--- config.mk ---
export PLATFORM = sky130hd
export DESIGN_NAME = dual_dac_front
export DESIGN_NICKNAME = d
export VERILOG_FILES = /design/src/rtl/dacfe_pkg.sv /design/src/rtl/dacfe_sync.sv /design/src/rtl/dacfe_inreg.sv /design/src/rtl/dacfe_dacreg.sv /design/src/rtl/dacfe_guard.sv /design/src/rtl/dual_dac_front.sv
export SDC_FILE = /design/constraint.sdc
export NUM_CORES = 1
export LEC_CHECK = 0
export BUFFER_PORTS_ARGS = -buffer_cell sky130_fd_sc_hd__buf_2
export CAP_MARGIN = 20
export CORE_UTILIZATION = 35
export CTS_CLUSTER_SIZE = 20
export DETAILED_ROUTE_END_ITERATION = 10
export PLACE_DENSITY = 0.6
export SETUP_SLACK_MARGIN = 0.15
export SYNTH_ARGS = -nofsm -noshare
export SYNTH_HDL_FRONTEND = slang
export SYNTH_SLANG_ARGS = --single-unit
--- constraint.sdc ---
create_clock -name clk -period 1.6 [get_ports clk]
set_clock_uncertainty 0.2 [all_clocks]
set_input_delay 0.16 -clock clk [delete_from_list [all_inputs] [get_ports clk]]
set_output_delay 0.16 -clock clk [all_outputs]
set_load 0.02 [all_outputs]
--- src/rtl/dacfe_pkg.sv ---
package dacfe_pkg;
   // Address field decode: bit 1 picks the channel, bit 0 picks the half.
   typedef enum logic [1:0] {
      SLOT_A_LO = 2'b00,
      SLOT_A_HI = 2'b01,
      SLOT_B_LO = 2'b10,
      SLOT_B_HI = 2'b11
   } slot_e;

   localparam int NUM_CH = 2;

   function automatic logic slot_is_high(input logic [1:0] a);
      return a[0];
   endfunction

   function automatic int slot_channel(input logic [1:0] a);
      return int'(a[1]);
   endfunction
endpackage

--- src/rtl/dacfe_sync.sv ---
module dacfe_sync #(
   parameter int          W       = 8,
   parameter int          STAGES  = 2,
   parameter logic [W-1:0] RST_VAL = '0
) (
   input  logic         clk,
   input  logic         rst,
   input  logic [W-1:0] d_in,
   output logic [W-1:0] d_out
);
   logic [W-1:0] stg [STAGES];

   always_ff @(posedge clk) begin
      if (rst) stg[0] <= RST_VAL;
      else     stg[0] <= d_in;
   end

   for (genvar s = 1; s < STAGES; s++) begin : g_stage
      always_ff @(posedge clk) begin
         if (rst) stg[s] <= RST_VAL;
         else     stg[s] <= stg[s-1];
      end
   end

   assign d_out = stg[STAGES-1];
endmodule

--- src/rtl/dacfe_inreg.sv ---
module dacfe_inreg
   import dacfe_pkg::*;
#(
   parameter int DATA_W = 8,
   parameter int CODE_W = 12
) (
   input  logic                           clk,
   input  logic                           rst,
   input  logic                           wr_act,
   input  logic [1:0]                     addr,
   input  logic [DATA_W-1:0]              data,
   output logic [NUM_CH-1:0][CODE_W-1:0]  words
);
   localparam int HI_W = CODE_W - DATA_W;

   for (genvar ch = 0; ch < NUM_CH; ch++) begin : g_ch
      logic [DATA_W-1:0] lo_q;
      logic [HI_W-1:0]   hi_q;
      logic              hit;

      assign hit = wr_act && (slot_channel(addr) == ch);

      always_ff @(posedge clk) begin
         if (rst) begin
            lo_q <= '0;
            hi_q <= '0;
         end else if (hit) begin
            if (slot_is_high(addr)) hi_q <= data[HI_W-1:0];
            else                    lo_q <= data;
         end
      end

      assign words[ch] = {hi_q, lo_q};
   end
endmodule

--- src/rtl/dacfe_dacreg.sv ---
module dacfe_dacreg
   import dacfe_pkg::*;
#(
   parameter int CODE_W = 12
) (
   input  logic                          clk,
   input  logic                          rst,
   input  logic                          load_low,
   input  logic [NUM_CH-1:0][CODE_W-1:0] words,
   output logic [NUM_CH-1:0][CODE_W-1:0] codes
);
   for (genvar ch = 0; ch < NUM_CH; ch++) begin : g_ch
      always_ff @(posedge clk) begin
         if (rst)           codes[ch] <= '0;
         else if (load_low) codes[ch] <= words[ch];
      end
   end
endmodule

--- src/rtl/dacfe_guard.sv ---
module dacfe_guard #(
   parameter int MIN_LOAD = 3
) (
   input  logic clk,
   input  logic rst,
   input  logic wr_act,
   input  logic load_low,
   output logic viol
);
   if (MIN_LOAD == 0) begin : g_off
      assign viol = 1'b0;
   end else begin : g_on
      localparam int CNT_W = $clog2(MIN_LOAD + 1);
      localparam logic [CNT_W-1:0] LIMIT = CNT_W'(MIN_LOAD);

      logic [CNT_W-1:0] cnt_q;
      logic             overlap_q;
      logic             prev_low_q;
      logic             viol_q;
      logic             rise;
      logic             fall;

      assign rise = !load_low && prev_low_q;
      assign fall = load_low && !prev_low_q;

      always_ff @(posedge clk) begin
         if (rst) begin
            cnt_q      <= '0;
            overlap_q  <= 1'b0;
            prev_low_q <= 1'b0;
            viol_q     <= 1'b0;
         end else begin
            prev_low_q <= load_low;

            if (wr_act)                         cnt_q <= '0;
            else if (load_low && cnt_q < LIMIT) cnt_q <= cnt_q + 1'b1;

            if (wr_act && load_low) overlap_q <= 1'b1;
            else if (!load_low)     overlap_q <= 1'b0;

            if (rise)      viol_q <= overlap_q && (cnt_q < LIMIT);
            else if (fall) viol_q <= 1'b0;
         end
      end

      assign viol = viol_q;
   end
endmodule

--- src/rtl/dual_dac_front.sv ---
module dual_dac_front
   import dacfe_pkg::*;
#(
   parameter int DATA_W      = 8,
   parameter int CODE_W      = 12,
   parameter int SYNC_STAGES = 2,
   parameter int MIN_LOAD    = 3
) (
   input  logic              clk,
   input  logic              rst,
   input  logic [DATA_W-1:0] bus_din,
   input  logic [1:0]        bus_addr,
   input  logic              sel_n,
   input  logic              wr_n,
   input  logic              load_n,
   output logic [CODE_W-1:0] chan_a_code,
   output logic [CODE_W-1:0] chan_b_code,
   output logic              load_viol
);
   localparam int RAW_W = DATA_W + 5;
   localparam logic [RAW_W-1:0] RAW_IDLE = {3'b111, 2'b00, {DATA_W{1'b0}}};

   if (CODE_W <= DATA_W || CODE_W > 2 * DATA_W) begin : g_bad_width
      $error("dual_dac_front: CODE_W must lie in (DATA_W, 2*DATA_W]");
   end
   if (SYNC_STAGES < 2) begin : g_bad_sync
      $error("dual_dac_front: SYNC_STAGES must be at least 2");
   end
   if (MIN_LOAD < 0) begin : g_bad_min
      $error("dual_dac_front: MIN_LOAD must not be negative");
   end

   logic [RAW_W-1:0] raw_in;
   logic [RAW_W-1:0] raw_sync;

   logic              load_sync;
   logic              sel_sync;
   logic              wr_sync;
   logic [1:0]        addr_sync;
   logic [DATA_W-1:0] data_sync;
   logic              write_en;

   logic [NUM_CH-1:0][CODE_W-1:0] words;
   logic [NUM_CH-1:0][CODE_W-1:0] codes;

   assign raw_in = {load_n, sel_n, wr_n, bus_addr, bus_din};

   dacfe_sync #(
      .W       (RAW_W),
      .STAGES  (SYNC_STAGES),
      .RST_VAL (RAW_IDLE)
   ) u_sync (
      .clk   (clk),
      .rst   (rst),
      .d_in  (raw_in),
      .d_out (raw_sync)
   );

   assign {load_sync, sel_sync, wr_sync, addr_sync, data_sync} = raw_sync;
   assign write_en = !sel_sync && !wr_sync;

   dacfe_inreg #(
      .DATA_W (DATA_W),
      .CODE_W (CODE_W)
   ) u_inreg (
      .clk    (clk),
      .rst    (rst),
      .wr_act (write_en),
      .addr   (addr_sync),
      .data   (data_sync),
      .words  (words)
   );

   dacfe_dacreg #(
      .CODE_W (CODE_W)
   ) u_dacreg (
      .clk      (clk),
      .rst      (rst),
      .load_low (!load_sync),
      .words    (words),
      .codes    (codes)
   );

   dacfe_guard #(
      .MIN_LOAD (MIN_LOAD)
   ) u_guard (
      .clk      (clk),
      .rst      (rst),
      .wr_act   (write_en),
      .load_low (!load_sync),
      .viol     (load_viol)
   );

   assign chan_a_code = codes[0];
   assign chan_b_code = codes[1];
endmodule

==> metrics.md, run 1 <==
| Metric | Value |
|---|---|
| Status | finished clean |
| Worst hold path type | reg2reg |
| Number of synthesized register bits | 79 |
| Max layer used | met4 |
| Ant. Diodes | 0 |
| Max Cap Viol | 0 |
| Clk slew on worst S/H paths | 80 ps |
| Fmax | 679 MHz |
| Number of fill cells | 697 |
| Post-route cell area | 3480 um^2 |
| Root Buffer | clkbuf_8 |
| Lkg Pwr | 0.00163 uW |
| RSZ-0062 raised after global routing | true |
| Worst VDD drop | 0.429 mV |
| Area Overhead vs Synth | 26.5% |
| CP required | 1630 ps |
| Mapped Nets | 262 |
| Initial antenna violation count | 0 |
| Pre-CTS setup slack | 102 ps |
| Residual DRC count | 0 |
| Post-Route WL | 4560 um |
| First-pass GRT wire length | 7580 um |
| CTS tree | yes |
| Via/cell ratio | 4.21 |
| CP Data Arrival Time | 1500 ps |
| Num ports | 40 |
| # nets final | 318 |
| Post-DP HPWL | 3040 um |
| Mapped cell area | 2750 um^2 |
| Fraction of layout instances using a drive strength above 1 | 26.1% |
| CP Capture Type | register |
| PD cells | 1130 nW/um^2 |
| Slew margin rel. | 83.0% |
| Std cell rows | 31 |
| Startpoint types | register |
| Met1 Routed Length | 2350 um |
| Tmin final | 1470 ps |
| Worst hold slack | 210 ps |
| Post-synth cell types | 22 |
| Routability Congestion | 0.736 |
| Final WS setup | 128 ps |
| Total negative slack | 0 ps |
| Synth warnings | 0 |
| Total Die Area | 8210 um^2 |
| Syn avg cell area | 11.2 um^2 |
| Vias in the first global route | 1619 |
| Setup violations, final | 0 |
| Die height | 90.6 um |
| Clock Latency Late Sink | 340 ps |
| CP Max Fanout | 4 |
| Inserted Clock Buffers | 9 |
| Starting Density | 37.1% |
| Post-CTS setup buffers | 0 |
| Port-buffer cells | 39 |
| Placed cell count | 375 |
| Wire per inst | 11.3 um |
| Final instance count without filler cells | 405 |
| CTS max path bufs | 2 |
| Met3 routed WL | 148 um |
| Worst-margin pin slew | 256 ps |
| Remaining Overflow, GRT | 0 |
| Tcrit/Tclk final | 92.0% |
| Largest cells by area after synthesis | dfxtp_1 58%, mux2i_1 17%, nand2b_1 7.3%, nor2b_1 4.6%, nor2_1 3.6% |
| Vias | 1705 |
| Pre-antenna DRT Iters | 4 |
| Synth Instances | 245 |
| Critical path class | reg2reg |
| Leading area contributor after synthesis | dfxtp_1 |
| Core area | 7410 um^2 |
| Post-synthesis sequential area ratio | 57.5% |
| CTS H-tree depth | 3 |
| Die Wd | 90.6 um |
| GRT Overall Usage | 11.9% |
| Met2 WL | 2010 um |
| 1st-iter DRT viols | 36 |
| Clock tree sinks | 79 |
| Max Slew Vio Count | 0 |
| Largest net degree at the start of global routing | 52 |
| ANT nets after route | 0 |
| Final hold viol count | 0 |
| Placed cell areas | 3060 um^2 |
| Synth top area share | 57.5% |
==> state kept, by name (all words and copies together), names as in the netlist <==
signal,count
u_dacreg.codes,24
u_guard.g_on.cnt_q,2
u_guard.g_on.overlap_q,1
u_guard.g_on.prev_low_q,1
u_guard.viol,1
u_inreg.g_ch.hi_q,8
u_inreg.g_ch.lo_q,16
u_sync.stg,26
==> critical path: stages (launching register included) <==
cell	delay, ps
dfxtp_2	340
or4_4	540
buf_4	170
mux2i_1	110
==> cells by family after synthesis <==
family	Yosys count	share of synthesized area, %
AND/OR/NAND/NOR	93	19.8
flip-flops	79	57.5
multiplexers	48	17.5
buffers and inverters	16	2.78
AO/OA/AOI/OAI	7	1.46
adder cells (fa/ha/maj)	2	0.910
==> Yosys cell counts <==
master	number
mux2i_1	48
nand2_1	1
or2_2	6
buf_2	7
buf_6	1
nor2_1	26
o21ai_0	2
nor2b_1	20
nand4bb_1	1
and4bb_2	1
or3b_2	1
a21oi_1	3
or4_1	1
or4b_1	2
nand2b_1	32
clkbuf_1	8
nor4b_2	1
ha_1	2
or3_1	1
o21a_1	1
dfxtp_1	79
o21bai_1	1
==> placed cells by master, fill, tap and decap left out, types with 2 or more instances in the layout <==
cell	count
a21oi_1	2
buf_2	39
buf_4	6
bufinv_16	3
clkbuf_8	10
dfxtp_1	75
dfxtp_2	4
dlygate4sd3_1	14
ha_1	2
mux2i_1	48
nand2b_1	31
nor2_1	26
nor2b_1	20
o21ai_0	2
or2_2	6
or4b_4	2
==> final timing paths <==
kind	slack, ps	to	from	cells after the start
max	130	u_inreg.g_ch[0].lo_q[5]	u_sync.stg[1][11]	3
min	210	u_sync.stg[1][12]	u_sync.stg[0][12]	1
max reg2reg	130	u_inreg.g_ch[0].lo_q[5]	u_sync.stg[1][11]	3
min reg2reg	210	u_sync.stg[1][12]	u_sync.stg[0][12]	1
==> per-layer routing <==
layer	up-vias	GRT usage, %
li1	913	-
met5	-	0
met1	758	15.6
met3	5	4.12
met4	0	5.65
met2	29	17.6
==> power breakdown <==
group / switching, uW / leakage [uW] / internal (uW)
logic: 63.4 / 0.000865 / 90.0
registers: 13.9 / 0.000643 / 2000
clock network: 692 / 0.000124 / 1080
total: 769 / 0.00163 / 3170
==> cell type report <==
cell class                 count  area, um^2  share of cell area, %
clock inverter                 5         104                   2.99
multi-input combinational    150        1110                   31.9
sequential                    79        1590                   45.6
tap                           99         124                   3.56
timing repair buffer          61         412                   11.8
clock buffer                  11         141                   4.06
==> metrics by stage <==
stage          utilization (%)  total power, uW
6_report                  47.0             3940
3_5_place_dp              41.4             2190
3_3_place_gp              41.4             2180
4_1_cts                   46.8             4000
2_1_floorplan                -             2140
5_1_grt                   47.0             4120
==> repair_timing <==
action | in CTS | in global routing
pin swaps | 0 | 1
endpoints found under the setup margin | 16 | 13
resized for setup | 6 | 5
endpoints found under the hold margin | 14 | 0
hold buffers | 14 | 0
No activity file was read; power rests on OpenSTA's default activity.
==> run 2, diff against run 1 <==
--- a/config.mk
+++ b/config.mk
@@ -16,2 +16,3 @@
 export SYNTH_HDL_FRONTEND = slang
 export SYNTH_SLANG_ARGS = --single-unit
+export TNS_END_PERCENT = 50
==> constraint.sdc (replaced) <==
create_clock -name clk -period 1.6 [get_ports clk]
set_clock_uncertainty 0.2 [all_clocks]
set_input_delay 0.08 -clock clk [delete_from_list [all_inputs] [get_ports clk]]
set_output_delay 0.08 -clock clk [all_outputs]
set_load 0.02 [all_outputs]
==> run 2 against run 1 <==
Compared with the run above: core utilization grew 0.44 points; flip-flop and latch count is the same; sequential power is essentially flat; via count grew 3.1%; wire length grew 1.9%; global-route usage grew 0.43 points; critical path type unchanged; highest routed layer unchanged.
==> metrics.md, run 2 (synthesis gave the netlist of run 1 again) <==
| Metric | Value |
|---|---|
| Clock Latency Late Sink | 340 ps (about the same) |
| Ant. Diodes | 0 (unchanged) |
| Port-buffer cells | 39 (unchanged) |
| GRT Overall Usage | 12.4% (was 11.9%) |
| Worst hold path type | in2reg (was reg2reg) |
| Max Slew Vio Count | 0 (unchanged) |
| Tot Pwr | 3930 uW (was 3940 uW) |
| Inserted Clock Buffers | 9 (unchanged) |
| Std cell rows | 31 (unchanged) |
| Initial antenna violation count | 0 (unchanged) |
| CTS tree | yes (unchanged) |
| Slew margin rel. | 80.9% (was 83.0%) |
| Crit path buf inv count | 1 (unchanged) |
| Routability Congestion | 0.739 (was 0.736) |
| Met1 Routed Length | 2300 um (was 2350 um) |
| Clock tree sinks | 79 (unchanged) |
| Num ports | 40 (unchanged) |
| Most common library cell in the layout ignoring fill and taps | dfxtp_1 (unchanged) |
| Post-CTS setup buffers | 0 (unchanged) |
| Tmin final | 1470 ps (about the same) |
| Pre-antenna DRT Iters | 4 (unchanged) |
| # nets final | 323 (was 318) |
| First-pass GRT wire length | 7830 um (was 7580 um) |
| 1st-iter DRT viols | 75 (was 36) |
| Max Cap Viol | 0 (unchanged) |
| Critical path class | reg2reg (unchanged) |
| Max reg flops | 26 (unchanged) |
| Wire per inst | 11.3 um (about the same) |
| Most frequent cells in the layout | 77 x dfxtp_1, 47 x mux2i_1, 39 x buf_2, 32 x nand2b_1, 26 x nor2_1 (was 75 x dfxtp_1, 48 x mux2i_1, 39 x buf_2, 31 x nand2b_1, 26 x nor2_1) |
| Status | finished clean (unchanged) |
| CTS max path bufs | 2 (unchanged) |
| CP Capture Type | register (unchanged) |
| Post-DP HPWL | 3090 um (was 3040 um) |
| Number of fill cells | 690 (was 697) |
| R2R setup slack | 130 ps (about the same) |
| Largest net degree at the start of global routing | 31 (was 52) |
| Max layer used | met4 (unchanged) |
| Sequential cell area | 1580 um^2 (was 1590 um^2) |
| Worst-margin pin slew | 286 ps (was 256 ps) |
| Area Overhead vs Synth | 27.7% (was 26.5%) |
| Cells along the critical path | or4_4, buf_6, mux2i_2 (was or4_4, buf_4, mux2i_1) |
| Total Die Area | 8210 um^2 (unchanged) |
| Setup violations, final | 0 (unchanged) |
| Vias in the first global route | 1671 (was 1619) |
| Via/cell ratio | 4.29 (was 4.21) |
| CP max stage cell | or4_4 (unchanged) |
| Fraction of layout instances using a drive strength above 1 | 25.1% (was 26.1%) |
| Fmax | 682 MHz (was 679 MHz) |
| Root Buffer | clkbuf_8 (unchanged) |
| Vias | 1758 (was 1705) |
| Lkg Pwr | 0.00164 uW (was 0.00163 uW) |
| CP Data Arrival Time | 1510 ps (was 1500 ps) |
| ANT nets after route | 0 (unchanged) |
| Placed cell areas | 3090 um^2 (was 3060 um^2) |
| R2R Path Start | u_sync.stg[1][9] (was u_sync.stg[1][11]) |
| Area occupied by multi-input gates | 1110 um^2 (about the same) |
| CP Max Fanout | 5 (was 4) |
| Pre-CTS setup slack | 95.3 ps (was 102 ps) |
| FF-to-FF path depth | 3 (unchanged) |
| Total negative slack | 0 ps (unchanged) |
| CP required | 1640 ps (was 1630 ps) |
| Die height | 90.6 um (unchanged) |
| Met3 routed WL | 205 um (was 148 um) |
| Clk slew on worst S/H paths | 80 ps (about the same) |
| CTS H-tree depth | 3 (unchanged) |
| Reg2reg end | u_inreg.g_ch[0].lo_q[7] (was u_inreg.g_ch[0].lo_q[5]) |
| Startpoint types | register (unchanged) |
| Top reg by flops | u_sync.stg (unchanged) |
| Final WS setup | 134 ps (was 128 ps) |
| Final Util | 47.4% (was 47.0%) |
| Tcrit/Tclk final | 91.6% (was 92.0%) |
| Critical path depth | 3 (unchanged) |
| Final hold viol count | 0 (unchanged) |
| Remaining Overflow, GRT | 0 (unchanged) |
| Worst VDD drop | 0.519 mV (was 0.429 mV) |
| Largest delay share family, worst path | simple AND/OR/NAND/NOR gates (unchanged) |
| Met2 WL | 2050 um (was 2010 um) |
| Residual DRC count | 0 (unchanged) |
| Post-Route WL | 4650 um (was 4560 um) |
| Die Wd | 90.6 um (unchanged) |
| PD cells | 1120 nW/um^2 (was 1130 nW/um^2) |
| RSZ-0062 raised after global routing | true (unchanged) |
| Worst Setup EP | u_inreg.g_ch[0].lo_q[7] (was u_inreg.g_ch[0].lo_q[5]) |
| CP peak stage delay | 540 ps (about the same) |
| Worst Setup SP | u_sync.stg[1][9] (was u_sync.stg[1][11]) |
| Post-route cell area | 3510 um^2 (was 3480 um^2) |
| Largest registers | u_sync.stg (26), u_dacreg.codes (24), u_inreg.g_ch.lo_q (16) (unchanged) |
| Starting Density | 37.1% (unchanged) |
| Core area | 7410 um^2 (unchanged) |
run 2: changes by cell type in the layout (fill, tap and decap cells not counted), sizes merged:
cell,previous run,this run
buf,47,50
clkbuf,11,13
clkinv,1,0
dlygate4sd3,14,16
inv,1,0
run 2: worst register-to-register path, delay by kind of cell, from the launching register on:
family	cells	cell delay (ps)
buf+inv	1	150
simple gates	1	540
flops	1	340
mux	1	140
run 2: worst min-delay path by stage:
stage | start | to | cells after the start
finish | rst | u_inreg.g_ch[1].lo_q[6] | 3
global route | rst | u_sync.stg[1][5] | 3
CTS | rst | u_inreg.g_ch[1].hi_q[0] | 3
detailed placement | sel_n | u_sync.stg[0][11] | 2
global placement | load_n | u_sync.stg[0][12] | 2
floorplan | wr_n | u_sync.stg[0][10] | 1
run 2: routing by layer:
layer | global-route usage (%) | vias up
met2 | 18.4 | 32
met5 | 0 | -
met1 | 15.8 | 794
met3 | 4.46 | 9
li1 | - | 923
met4 | 6.05 | 0
run 2: timing repair:
action | CTS | global route
setup endpoints to repair | 16 | 13
gates resized for setup | 5 | 3
endpoints found under the hold margin | 21 | 0
hold buffers | 16 | 0
run 2: power by group:
group          internal, uW  switching [uW]
registers              2000            13.9
clock network          1080             676
logic                  97.4            66.4
run 2: metrics by stage:
stage	hold slack, ps	instances
after floorplan	-16.2	245
after global placement	65.5	378
after detailed placement	65.7	378
after CTS	21.2	410
after global routing	42.5	410
final	18.8	410
run 2: cell type report:
class	instances	share of cell area (%)
Clock buffer	13	4.24
Clock inverter	3	2.57
Multi-Input combinational cell	150	31.5
Tap cell	99	3.53
Sequential cell	79	45.1
Timing Repair Buffer	66	13.0
==> run 3, diff against run 2 <==
Settings changed: PLACE_DENSITY 0.6 to 0.56.
==> run 3 against run 2 <==
Compared with the run above: the run now ends with hold timing left; die area did not move; non-clock buffer count is the same; fmax grew 0.36%; register-to-register slack about the same; total power is 8.2% lower; count of clock-buffer cells in the layout decreased by 3; setup slack better by 5.3 ps; cell count did not move; sequential power hardly changed; via count increased by 0.91%; critical path type unchanged; critical endpoint is now u_inreg.g_ch[0].lo_q[3]; largest cell class unchanged; largest power group unchanged.
==> metrics.md, run 3 (synthesis gave the netlist of run 1 again) <==
| Metric | Value |
|---|---|
| Hold path start | rst (unchanged) |
| Pre-antenna DRT Iters | 4 (unchanged) |
| Failing checks | hold timing |
| Slew margin rel. | 82.2% (was 80.9%) |
| Starting Density | 37.1% (unchanged) |
| Die height | 90.6 um (unchanged) |
| CTS tree | yes (unchanged) |
| PD cells | 1040 nW/um^2 (was 1120 nW/um^2) |
| Wire per inst | 11.2 um (was 11.3 um) |
| Worst Setup SP | u_sync.stg[1][9] (unchanged) |
| NetSw | 764 uW (was 756 uW) |
| CP Max Fanout | 4 (was 5) |
| Total Die Area | 8210 um^2 (unchanged) |
| Largest registers | u_sync.stg (26), u_dacreg.codes (24), u_inreg.g_ch.lo_q (16) (unchanged) |
| Combinational power share | 4.4% (was 4.2%) |
| Remaining Overflow, GRT | 0 (unchanged) |
| Root Buffer | clkbuf_8 (unchanged) |
| ANT nets after route | 0 (unchanged) |
| Die Wd | 90.6 um (unchanged) |
| Lkg Pwr | 0.00162 uW (was 0.00164 uW) |
| Post-DP HPWL | 3070 um (was 3090 um) |
| GRT Overall Usage | 12.5% (was 12.4%) |
| Std cell rows | 31 (unchanged) |
| Clock tree sinks | 79 (unchanged) |
| Ant. Diodes | 0 (unchanged) |
| Total negative slack | 0 ps (unchanged) |
| Routability Congestion | 0.661 (was 0.739) |
| Residual DRC count | 0 (unchanged) |
| Max Cap Viol | 0 (unchanged) |
| Share of power burned in the clock network | 39.8% (was 44.7%) |
| Most frequent cells in the layout | 76 x dfxtp_1, 48 x mux2i_1, 39 x buf_2, 32 x nand2b_1, 26 x nor2_1 (was 77 x dfxtp_1, 47 x mux2i_1, 39 x buf_2, 32 x nand2b_1, 26 x nor2_1) |
| Tcrit/Tclk final | 91.3% (was 91.6%) |
| Post-Route WL | 4590 um (was 4650 um) |
| Flop pwr share | 55.7% (was 51.2%) |
| First-pass GRT wire length | 7840 um (was 7830 um) |
| Inserted Clock Buffers | 9 (unchanged) |
| Critical path class | reg2reg (unchanged) |
| Worst hold path type | in2reg (unchanged) |
| Final Util | 46.8% (was 47.4%) |
| Vias in the first global route | 1674 (was 1671) |
| Startpoint types | register (unchanged) |
| CTS max path bufs | 2 (unchanged) |
| CP Data Arrival Time | 1500 ps (was 1510 ps) |
| Worst hold slack | -29.7 ps (was 18.8 ps) |
| CP required | 1630 ps (was 1640 ps) |
| Max reg flops | 26 (unchanged) |
| R2R Path Start | u_sync.stg[1][9] (unchanged) |
| Via/cell ratio | 4.33 (was 4.29) |
| Num ports | 40 (unchanged) |
| Area Overhead vs Synth | 26.1% (was 27.7%) |
| Worst VDD drop | 0.476 mV (was 0.519 mV) |
| RSZ-0062 raised after global routing | true (unchanged) |
| Worst-margin pin slew | 266 ps (was 286 ps) |
| Fmax | 685 MHz (was 682 MHz) |
| Largest net degree at the start of global routing | 34 (was 31) |
| Core area | 7410 um^2 (unchanged) |
| Int Power | 2850 uW (was 3180 uW) |
| Tmin final | 1460 ps (was 1470 ps) |
| Initial antenna violation count | 0 (unchanged) |
| Top reg by flops | u_sync.stg (unchanged) |
| Max Slew Vio Count | 0 (unchanged) |
| Status | finished, violations left (was finished clean) |
| Fraction of layout instances using a drive strength above 1 | 25.7% (was 25.1%) |
| Final hold viol count | 1 (was 0) |
| Port-buffer cells | 39 (unchanged) |
| Number of fill cells | 710 (was 690) |
| CP Capture Type | register (unchanged) |
| Most common library cell in the layout ignoring fill and taps | dfxtp_1 (unchanged) |
| CTS H-tree depth | 3 (unchanged) |
| 1st-iter DRT viols | 46 (was 75) |
| Sw frac | 21.1% (was 19.2%) |
| Clk slew on worst S/H paths | 80 ps (about the same) |
| # nets final | 323 (unchanged) |
| Setup violations, final | 0 (unchanged) |
| Vias | 1774 (was 1758) |
| Clock Latency Late Sink | 340 ps (about the same) |
run 3: cell count changes in the layout (fill, tap and decap cells not counted), sizes merged:
| cell | change |
|---|---|
| clkbuf | -3 |
| buf | -1 |
| bufinv | -2 |
| dlygate4sd3 | +1 |
| clkinvlp | +2 |
| clkinv | +3 |
run 3: power by group through the flow:
stage | combinational (uW) | clock (uW) | sequential, uW
after global placement | 130 | 0 | 2060
final | 160 | 1440 | 2010
after global routing | 178 | 1600 | 2020
after floorplan | 89.7 | 0 | 2050
after detailed placement | 130 | 0 | 2060
after CTS | 163 | 1510 | 2010
run 3: worst max-delay path, cell delays in order, from the launching register on:
cell     delay [ps]
dfxtp_2         340
or4_4           540
buf_4           170
mux2i_1         110
run 3: what timing repair did:
action	4_1_cts	5_1_grt
resized for setup	7	0
buffers inserted	1	0
endpoints found under the setup margin	16	11
hold buffers	17	0
gates cloned	0	0
endpoints found under the hold margin	18	0
run 3: metal layers:
| metal | GRT usage [%] | part of all wire, % |
|---|---|---|
| met5 | 0 | 0 |
| met4 | 9.27 | 3.3 |
| met3 | 3.37 | 3.6 |
| met2 | 18.9 | 44 |
| met1 | 15.2 | 50 |
run 3: layout make-up:
class,count,area [um^2],area share (%)
clock inverter,6,60.1,1.73
clock buffer,10,138,3.97
tap,99,124,3.57
multi-input combinational,150,1100,31.8
sequential,79,1590,45.7
timing repair buffer,66,457,13.2
run 3: path summary, 6_finish.rpt:
kind	end	depth (start not counted)	slack [ps]
setup / recovery	u_inreg.g_ch[0].lo_q[3]	3	140
hold / removal	u_sync.stg[0][12]	2	-30
setup reg to reg	u_inreg.g_ch[0].lo_q[3]	3	140
hold reg to reg	u_sync.stg[1][0]	1	240
run 3: per-stage QoR:
step                      cell area (um^2)  std cells  hold WS, ps  worst slack [ps]  power [uW]
after global routing                  3470        410        0.123               106        3800
after floorplan                       2750        245        -16.2               192        2140
after detailed placement              3070        376         66.2              99.2        2190
after global placement                3070        376         63.4               121        2190
final                                 3470        410        -29.7               139        3610
after CTS                             3470        410        -44.4               142        3680
